==> src/rtl/ivc_pkg.sv <==
package ivc_pkg;
  typedef enum logic [1:0] {
    CFG_ENABLE  = 2'd0,
    CFG_FLAGCLR = 2'd1,
    CFG_CONTROL = 2'd2,
    CFG_SPARE   = 2'd3
  } cfg_sel_e;

  localparam int CTRL_SEL_BIT = 0;
  localparam int CTRL_CHG_BIT = 1;
endpackage

==> src/rtl/ivc_src_bank.sv <==
module ivc_src_bank #(
  parameter int                 N           = 25,
  parameter logic [N-1:0]       LEVEL_MASK  = {{(N-2){1'b0}}, 2'b11},
  parameter int                 SW_ONLY_IDX = 23
) (
  input  logic         clk,
  input  logic         rst_ns,
  input  logic [N-1:0] req_in,
  input  logic         en_we,
  input  logic         clr_we,
  input  logic [N-1:0] wdata,
  input  logic         take,
  input  logic [N-1:0] grant,
  output logic [N-1:0] active,
  output logic [N-1:0] flag_q
);
  logic [N-1:0] en_q;
  logic [N-1:0] en_d;
  logic         en_ce;

  always_comb begin
    en_ce = en_we;
    en_d  = wdata;
  end

  always_ff @(posedge clk or negedge rst_ns) begin
    if (!rst_ns)    en_q <= '0;
    else if (en_ce) en_q <= en_d;
  end

  for (genvar i = 0; i < N; i++) begin : g_src
    if (LEVEL_MASK[i]) begin : g_level
      assign flag_q[i] = 1'b0;
      assign active[i] = req_in[i] & en_q[i];
    end else begin : g_event
      localparam bit KEEP_ON_TAKE = (i == SW_ONLY_IDX);
      logic flag_r;
      logic flag_d;
      logic flag_ce;
      always_comb begin
        flag_d = flag_r;
        if (clr_we && wdata[i])                  flag_d = 1'b0;
        if (take && grant[i] && !KEEP_ON_TAKE)   flag_d = 1'b0;
        if (req_in[i])                           flag_d = 1'b1;
        flag_ce = (flag_d != flag_r);
      end
      always_ff @(posedge clk or negedge rst_ns) begin
        if (!rst_ns)      flag_r <= 1'b0;
        else if (flag_ce) flag_r <= flag_d;
      end
      assign flag_q[i] = flag_r;
      assign active[i] = flag_r & en_q[i];
    end
  end

  AST_FLAG_NO_SW_SET: assert property (@(posedge clk) disable iff (!rst_ns)
    ((flag_q & ~$past(flag_q) & ~$past(req_in)) == '0)) else $error("flag rose without request");

  if (SW_ONLY_IDX < N && !LEVEL_MASK[SW_ONLY_IDX]) begin : g_sticky_chk
    AST_STICKY_KEEP: assert property (@(posedge clk) disable iff (!rst_ns)
      (take && grant[SW_ONLY_IDX] && !(clr_we && wdata[SW_ONLY_IDX])) |=> flag_q[SW_ONLY_IDX])
      else $error("software-only flag cleared by acceptance");
  end
endmodule

==> src/rtl/ivc_prio_pick.sv <==
module ivc_prio_pick #(
  parameter int N  = 25,
  parameter int IW = $clog2(N)
) (
  input  logic [N-1:0]  req,
  output logic          any,
  output logic [N-1:0]  grant,
  output logic [IW-1:0] idx
);
  logic [N:0] blocked;
  assign blocked[0] = 1'b0;

  for (genvar i = 0; i < N; i++) begin : g_chain
    assign grant[i]     = req[i] & ~blocked[i];
    assign blocked[i+1] = blocked[i] | req[i];
  end

  assign any = blocked[N];

  always_comb begin
    idx = '0;
    for (int k = 0; k < N; k++) begin
      if (grant[k]) idx = idx | IW'(k);
    end
  end
endmodule

==> src/rtl/ivc_vec_base.sv <==
module ivc_vec_base #(
  parameter int UNLOCK_CLKS = 4,
  parameter int CW          = $clog2(UNLOCK_CLKS + 1)
) (
  input  logic clk,
  input  logic rst_ns,
  input  logic ctrl_we,
  input  logic wr_sel,
  input  logic wr_chg,
  output logic sel_q,
  output logic win_open
);
  logic [CW-1:0] win_q, win_d;
  logic          sel_d, sel_ce, win_ce;

  assign win_open = (win_q != '0);

  always_comb begin
    sel_d  = sel_q;
    sel_ce = 1'b0;
    win_d  = win_open ? win_q - CW'(1) : win_q;
    if (ctrl_we && wr_chg) begin
      win_d = CW'(UNLOCK_CLKS);
    end else if (ctrl_we && win_open) begin
      sel_d  = wr_sel;
      sel_ce = 1'b1;
      win_d  = '0;
    end
    win_ce = (win_d != win_q);
  end

  always_ff @(posedge clk or negedge rst_ns) begin
    if (!rst_ns)     sel_q <= 1'b0;
    else if (sel_ce) sel_q <= sel_d;
  end

  always_ff @(posedge clk or negedge rst_ns) begin
    if (!rst_ns)     win_q <= '0;
    else if (win_ce) win_q <= win_d;
  end

  AST_SEL_ONLY_IN_WINDOW: assert property (@(posedge clk) disable iff (!rst_ns)
    !$past(win_open) |-> $stable(sel_q)) else $error("select moved outside window");
endmodule

==> src/rtl/irq_vector_ctrl.sv <==
module irq_vector_ctrl #(
  parameter int                   NUM_SRC     = 25,
  parameter int                   ADDR_W      = 16,
  parameter logic [NUM_SRC-1:0]   LEVEL_MASK  = {{(NUM_SRC-2){1'b0}}, 2'b11},
  parameter int                   SW_ONLY_IDX = 23,
  parameter int                   UNLOCK_CLKS = 4
) (
  input  logic               clk,
  input  logic               rst_n,
  input  logic [NUM_SRC-1:0] req_in,
  input  logic               cfg_we,
  input  logic [1:0]         cfg_addr,
  input  logic [NUM_SRC-1:0] cfg_wdata,
  input  logic [ADDR_W-1:0]  boot_base,
  input  logic               gie_set,
  input  logic               gie_clr,
  input  logic               irq_ack,
  input  logic               reti,
  input  logic               insn_retire,
  output logic               irq_valid,
  output logic [ADDR_W-1:0]  irq_vec,
  output logic               idle,
  output logic               gie,
  output logic [NUM_SRC-1:0] flags
);
  import ivc_pkg::*;
  localparam int IW = $clog2(NUM_SRC);

  logic [1:0] rst_pipe;
  logic       rst_ns;
  always_ff @(posedge clk or negedge rst_n) begin
    if (!rst_n) rst_pipe <= 2'b00;
    else        rst_pipe <= {rst_pipe[0], 1'b1};
  end
  assign rst_ns = rst_pipe[1];

  cfg_sel_e            cfg_sel;
  logic                en_we, clr_we, ctrl_we;
  logic [NUM_SRC-1:0]  active, grant;
  logic [IW-1:0]       win_idx;
  logic                any_active, sel_q, win_open, take;
  logic                hold_q, hold_d, hold_ce;
  logic                gie_q, gie_d, gie_ce;
  logic [ADDR_W-1:0]   origin, vec_sum;

  assign cfg_sel = cfg_sel_e'(cfg_addr);
  assign en_we   = cfg_we && (cfg_sel == CFG_ENABLE);
  assign clr_we  = cfg_we && (cfg_sel == CFG_FLAGCLR);
  assign ctrl_we = cfg_we && (cfg_sel == CFG_CONTROL);

  ivc_src_bank #(.N(NUM_SRC), .LEVEL_MASK(LEVEL_MASK), .SW_ONLY_IDX(SW_ONLY_IDX)) bank_i (
    .clk(clk), .rst_ns(rst_ns), .req_in(req_in), .en_we(en_we), .clr_we(clr_we),
    .wdata(cfg_wdata), .take(take), .grant(grant), .active(active), .flag_q(flags)
  );

  ivc_prio_pick #(.N(NUM_SRC), .IW(IW)) pick_i (
    .req(active), .any(any_active), .grant(grant), .idx(win_idx)
  );

  ivc_vec_base #(.UNLOCK_CLKS(UNLOCK_CLKS)) base_i (
    .clk(clk), .rst_ns(rst_ns), .ctrl_we(ctrl_we),
    .wr_sel(cfg_wdata[CTRL_SEL_BIT]), .wr_chg(cfg_wdata[CTRL_CHG_BIT]),
    .sel_q(sel_q), .win_open(win_open)
  );

  assign irq_valid = any_active && gie_q && !hold_q && !win_open;
  assign take      = irq_ack && irq_valid;
  assign idle      = !irq_valid;
  assign gie       = gie_q;

  always_comb begin
    origin  = sel_q ? boot_base : '0;
    vec_sum = origin + ADDR_W'({win_idx, 1'b0}) + ADDR_W'(2);
    irq_vec = irq_valid ? vec_sum : '0;
  end

  always_comb begin
    hold_d = hold_q;
    if (insn_retire) hold_d = 1'b0;
    if (reti)        hold_d = 1'b1;
    hold_ce = (hold_d != hold_q);
  end

  always_ff @(posedge clk or negedge rst_ns) begin
    if (!rst_ns)      hold_q <= 1'b0;
    else if (hold_ce) hold_q <= hold_d;
  end

  always_comb begin
    gie_d = gie_q;
    if (gie_set) gie_d = 1'b1;
    if (gie_clr) gie_d = 1'b0;
    if (reti)    gie_d = 1'b1;
    if (take)    gie_d = 1'b0;
    gie_ce = (gie_d != gie_q);
  end

  always_ff @(posedge clk or negedge rst_ns) begin
    if (!rst_ns)     gie_q <= 1'b0;
    else if (gie_ce) gie_q <= gie_d;
  end

  AST_GIE_DROP_ON_TAKE: assert property (@(posedge clk) disable iff (!rst_ns)
    (irq_ack && irq_valid) |=> !gie) else $error("gie kept after acceptance");
  AST_GIE_UP_ON_RETI: assert property (@(posedge clk) disable iff (!rst_ns)
    (reti && !irq_ack && !gie_clr) |=> gie) else $error("gie not restored");
  AST_HOLD_AFTER_RETI: assert property (@(posedge clk) disable iff (!rst_ns)
    reti |=> !irq_valid) else $error("request presented before a retire");
  AST_WINDOW_MASKS: assert property (@(posedge clk) disable iff (!rst_ns)
    win_open |-> !irq_valid) else $error("request during unlock window");
  AST_IDLE_VEC_ZERO: assert property (@(posedge clk) disable iff (!rst_ns)
    !irq_valid |-> (irq_vec == '0 && idle)) else $error("nonzero vector while idle");
endmodule

==> config.mk <==
export PLATFORM = sky130hd
export DESIGN_NAME = irq_vector_ctrl
export DESIGN_NICKNAME = d
export VERILOG_FILES = /design/src/rtl/ivc_pkg.sv /design/src/rtl/ivc_src_bank.sv /design/src/rtl/ivc_prio_pick.sv /design/src/rtl/ivc_vec_base.sv /design/src/rtl/irq_vector_ctrl.sv
export SDC_FILE = /design/constraint.sdc
export NUM_CORES = 1
export LEC_CHECK = 0
export ABC_AREA = 0
export BUFFER_PORTS_ARGS = -buffer_cell sky130_fd_sc_hd__buf_4
export CAP_MARGIN = 25
export CORE_AREA = 3 3 90 92
export CTS_BUF_LIST = sky130_fd_sc_hd__clkbuf_8
export DETAILED_ROUTE_END_ITERATION = 10
export DIE_AREA = 0 0 93 95
export PLACE_DENSITY = 0.76
export SLEW_MARGIN = 5
export SYNTH_ARGS = -nofsm -noshare
export SYNTH_HDL_FRONTEND = slang
export SYNTH_SLANG_ARGS = --single-unit
export TNS_END_PERCENT = 30
==> constraint.sdc <==
create_clock -name clk -period 15.8 [get_ports clk]
set_input_delay 3.16 -clock clk [delete_from_list [all_inputs] [get_ports clk]]
set_output_delay 3.16 -clock clk [all_outputs]
set_load 0.01 [all_outputs]
==> summary.txt <==
Clock tree
  – CTS sink count: 56
  – Clock latency reported for the late side of the worst-skew pair: 310 ps
  – Post_cts resized: 0
  – Number of buffers inserted by hold repair at cts: 0
  – Number of buffers added by the clock tree synthesis step: 5
  – CTS clock-pin slew for the worst setup and hold paths: 90 ps
  – CTS tree: yes
  – Clock tree root buffer cell: clkbuf_8
  – Maximum clock path buffer count: 2
  – H-tree lvl count: 2
  – Buffers inserted by post-CTS timing repair: 0

Yosys
  – Count of unique library cells instantiated by Yosys: 52
  – Fraction of the yosys area taken by sequential cells: 38.5%
  – Number of instances in the synthesized netlist: 387
  – Cell area after synthesis: 3640 sq um
  – Mapped Avg Cell Area: 9.41 sq um
  – Async set or reset register ratio after synthesis: 100%
  – Number of register bits inferred by synthesis: 56
  – YS warnings: 0
  – Number of enable flip-flop cells after synthesis: 0
  – Most frequently used flop master after synthesis: dfrtp_1

GRT
  – Via count of the first global-routing pass: 3254
  – Maximum number of pins on one net before global-route repair: 55
  – Global-route wire length before repair: 15600 um
  – Antenna violations before repair: 0
  – Total congestion overflow: 0
  – GRT Overall Usage: 22.0%

Pwr
  – Power density cells: 90.8 nW/um^2
  – Final Power: 412 uW
  – Worst ir drop on vdd: 43.3 uV
  – Share of power burned in the clock network: 19.3%
  – Leak: 1.94 nW
  – Proportion of power drawn by combinational gates: 35.2%
  – Internal cell power: 269 uW
  – Sw Share: 34.8%
  – Sw power: 143 uW
  – Part of the power in registers: 45.5%

Flow run
  – Number of maximum-capacitance violations: 0

Die
  – Height of the chip: 95 um
  – Std-Cell Core Area: 7290 sq um
  – Ports: 120
  – Site Rows: 31
  – DIE AREA: 8840 sq um
  – Die W: 93 um
  – Initial cell density of the core: 50.0%

Placement
  – Half-perimeter wire length after detailed placement: 7610 um
  – Gp weighted congestion: 0.904
  – Post-placement cell area: 4450 sq um
  – Count of input and output buffers: 117

Worst setup path
  – Worst path arrival time: 7240 ps
  – Cell-by-cell trace of the critical path: buf_4 -> a22oi_1 -> nand3b_1 -> nor3b_1 -> nand3_1 -> a31oi_1 -> ha_1 -> ha_1 -> o21ai_0 -> o21ai_0 -> or4b_2 -> xor2_1 -> nor2_1 -> buf_4
  – Required @ worst endpoint: 12640 ps
  – Delay of the slowest cell on the worst path: 640 ps
  – CP Class: in -> out
  – Crit. End Element: primary output
  – Register-to-Register Setup Slack: 13200 ps
  – Cell with the largest stage delay on the worst path: or4b_2
  – Setup crit start kind: input pin
  – Critical path peak fanout: 7

Timing
  – Maximum achievable frequency: 0.0962 GHz
  – Count of pins over their slew limit: 0
  – RSZ-0062 raised after global routing: false
  – Final number of setup-violating endpoints: 0
  – Share of the clock period used by the worst path: 65.8%
  – Crit path time final: 10400 ps
  – Number of failing hold endpoints at the final stage: 0
  – Total negative setup slack: 0 ps
  – Worst slew slack as a fraction of its limit: 54.7%
  – Slew at the pin with the worst max-slew slack: 679 ps
  – Clock tree skew after final layout: 3.88 ps

Route
  – Per-cell via count in the routed design: 5.74
  – Detailed Routing Iterations Pass 1: 5
  – Post-detailed-route wirelength per cell: 16.6 um
  – Vias after detailed routing: 3338
  – Final wirelength: 9670 um
  – First DRT Iteration DRCs: 193
  – Final ANT Viol Nets: 0
  – DR DRC count: 0

Status
  – Status: finished, final reports clean

Cells and area
  – Synthesis-to-finish area growth: 24.6%
  – Post-layout utilization of the core: 62.3%
  – Final layout net count: 571
  – Fraction of layout instances using a drive strength above 1: 36.2%
  – Final Instance Area: 4540 sq um
  – Diode count: 0

Hold path
  – Hold/Removal Path Class: reg -> reg
==> cells in the mapped netlist (3+ instances only) <==
| library cell | instances | area, sq um |
|---|---|---|
| nand4_1 | 8 | 50.1 |
| nand3_1 | 16 | 80.1 |
| o211ai_1 | 3 | 22.5 |
| a31o_2 | 14 | 123 |
| a31o_1 | 3 | 26.3 |
| nor3b_1 | 6 | 45.0 |
| ha_1 | 12 | 150 |
| nand4b_1 | 3 | 26.3 |
| mux2_2 | 27 | 304 |
| nor2b_1 | 4 | 25.0 |
| nand3b_1 | 5 | 37.5 |
| a21o_1 | 4 | 30.0 |
| o32a_1 | 3 | 30.0 |
| a22oi_1 | 7 | 52.6 |
| nor2_1 | 27 | 101 |
| a21oi_1 | 10 | 50.1 |
| a21boi_0 | 5 | 37.5 |
| inv_1 | 13 | 48.8 |
| a22o_1 | 4 | 35.0 |
| o21ai_0 | 8 | 40.0 |
| buf_4 | 26 | 195 |
| dfrtp_1 | 56 | 1400 |
| a31oi_1 | 3 | 18.8 |
| xor2_1 | 3 | 26.3 |
| xnor2_1 | 4 | 35.0 |
| and2_1 | 7 | 43.8 |
| nand2b_1 | 6 | 37.5 |
| nand2_1 | 50 | 188 |
| nor3_1 | 8 | 40.0 |
| clkbuf_1 | 6 | 22.5 |
| or3_1 | 3 | 18.8 |
| o2111ai_1 | 4 | 35.0 |
| a211oi_1 | 5 | 37.5 |
==> logic make-up after synthesis <==
family	after synthesis	share of synthesized area, %
DFF	56	38.5
other	2	0.206
muxes	27	8.34
AOI/OAI and AO/OA	85	18.0
xor gates and xnor gates	7	1.68
and+or+nand+nor	151	21.0
buffers and inverters	46	7.62
adders and majority gates	13	4.67
==> through the flow <==
step / worst slack [ps] / cells / hold WS [ps]
global placement: 5660 / 574 / 338
finish: 5400 / 582 / 365
detailed placement: 5540 / 574 / 348
CTS: 5510 / 582 / 370
floorplan: 6290 / 388 / 331
global route: 5190 / 582 / 374
==> critical path: cells and delay by family <==
family                     cells  cell delay [ps]
xor gates and xnor gates       1              160
adders and majority gates      2              610
AOI/OAI and AO/OA              4             1350
buffers and inverters          2              240
and+or+nand+nor                5             1720
==> area by class of cell <==
type	count	area [sq um]
fill	648	2750
multi-input combinational	286	1970
sequential	56	1400
timing repair buffer	120	901
tap	99	124
clock buffer	6	82.6
inverter	13	48.8
clock inverter	2	7.51
==> path summary, 6_finish.rpt <==
| check | from | to | cells past startpoint |
|---|---|---|---|
| min reg2reg | rst_pipe[0] | rst_pipe[1] | 0 |
| min in group asynchronous | rst_pipe[1] | bank_i.g_src[11].g_event.flag_r | 1 |
| max reg2reg | bank_i.g_src[5].g_event.flag_r | bank_i.g_src[5].g_event.flag_r | 5 |
| min | rst_pipe[0] | rst_pipe[1] | 0 |
| max in group asynchronous | rst_n | rst_pipe[1] | 1 |
| max | req_in[0] | irq_vec[15] | 14 |
==> power by group through the flow <==
stage	Combinational, mW	Sequential (mW)	Clock, mW
floorplan	0.0998	0.182	0
global placement	0.140	0.189	0
detailed placement	0.144	0.190	0
CTS	0.145	0.187	0.0813
global route	0.163	0.191	0.0860
finish	0.145	0.187	0.0797
==> state kept, by name, summed over array words and instances (netlist names) <==
signal,flops
base_i.sel_q,1
bank_i.en_q,25
hold_q,1
bank_i.g_src.g_event.flag_r,23
base_i.win_q,3
rst_pipe,2
gie,1
==> layer usage <==
layer / global-route usage, % / share of wire, %
met5: 0 / 0
met4: 5.25 / 1.1
met3: 3.82 / 8.8
met2: 35.8 / 46
met1: 30.7 / 44
==> cell usage in the layout, fill, tap and decap left out, types with 6 or more instances in the layout <==
cell and count:
nand2_1 50, a21oi_1 10, ha_1 12, clkbuf_8 6, a31o_2 14, nand4_1 8
inv_1 15, and2_1 7, o21ai_0 8, nor2_1 27, buf_4 120, mux2_2 27
nand2b_1 6, dfrtp_1 55, nor3_1 8, nand3_1 16, a22oi_1 7
Power figures use the tool's default switching activity.
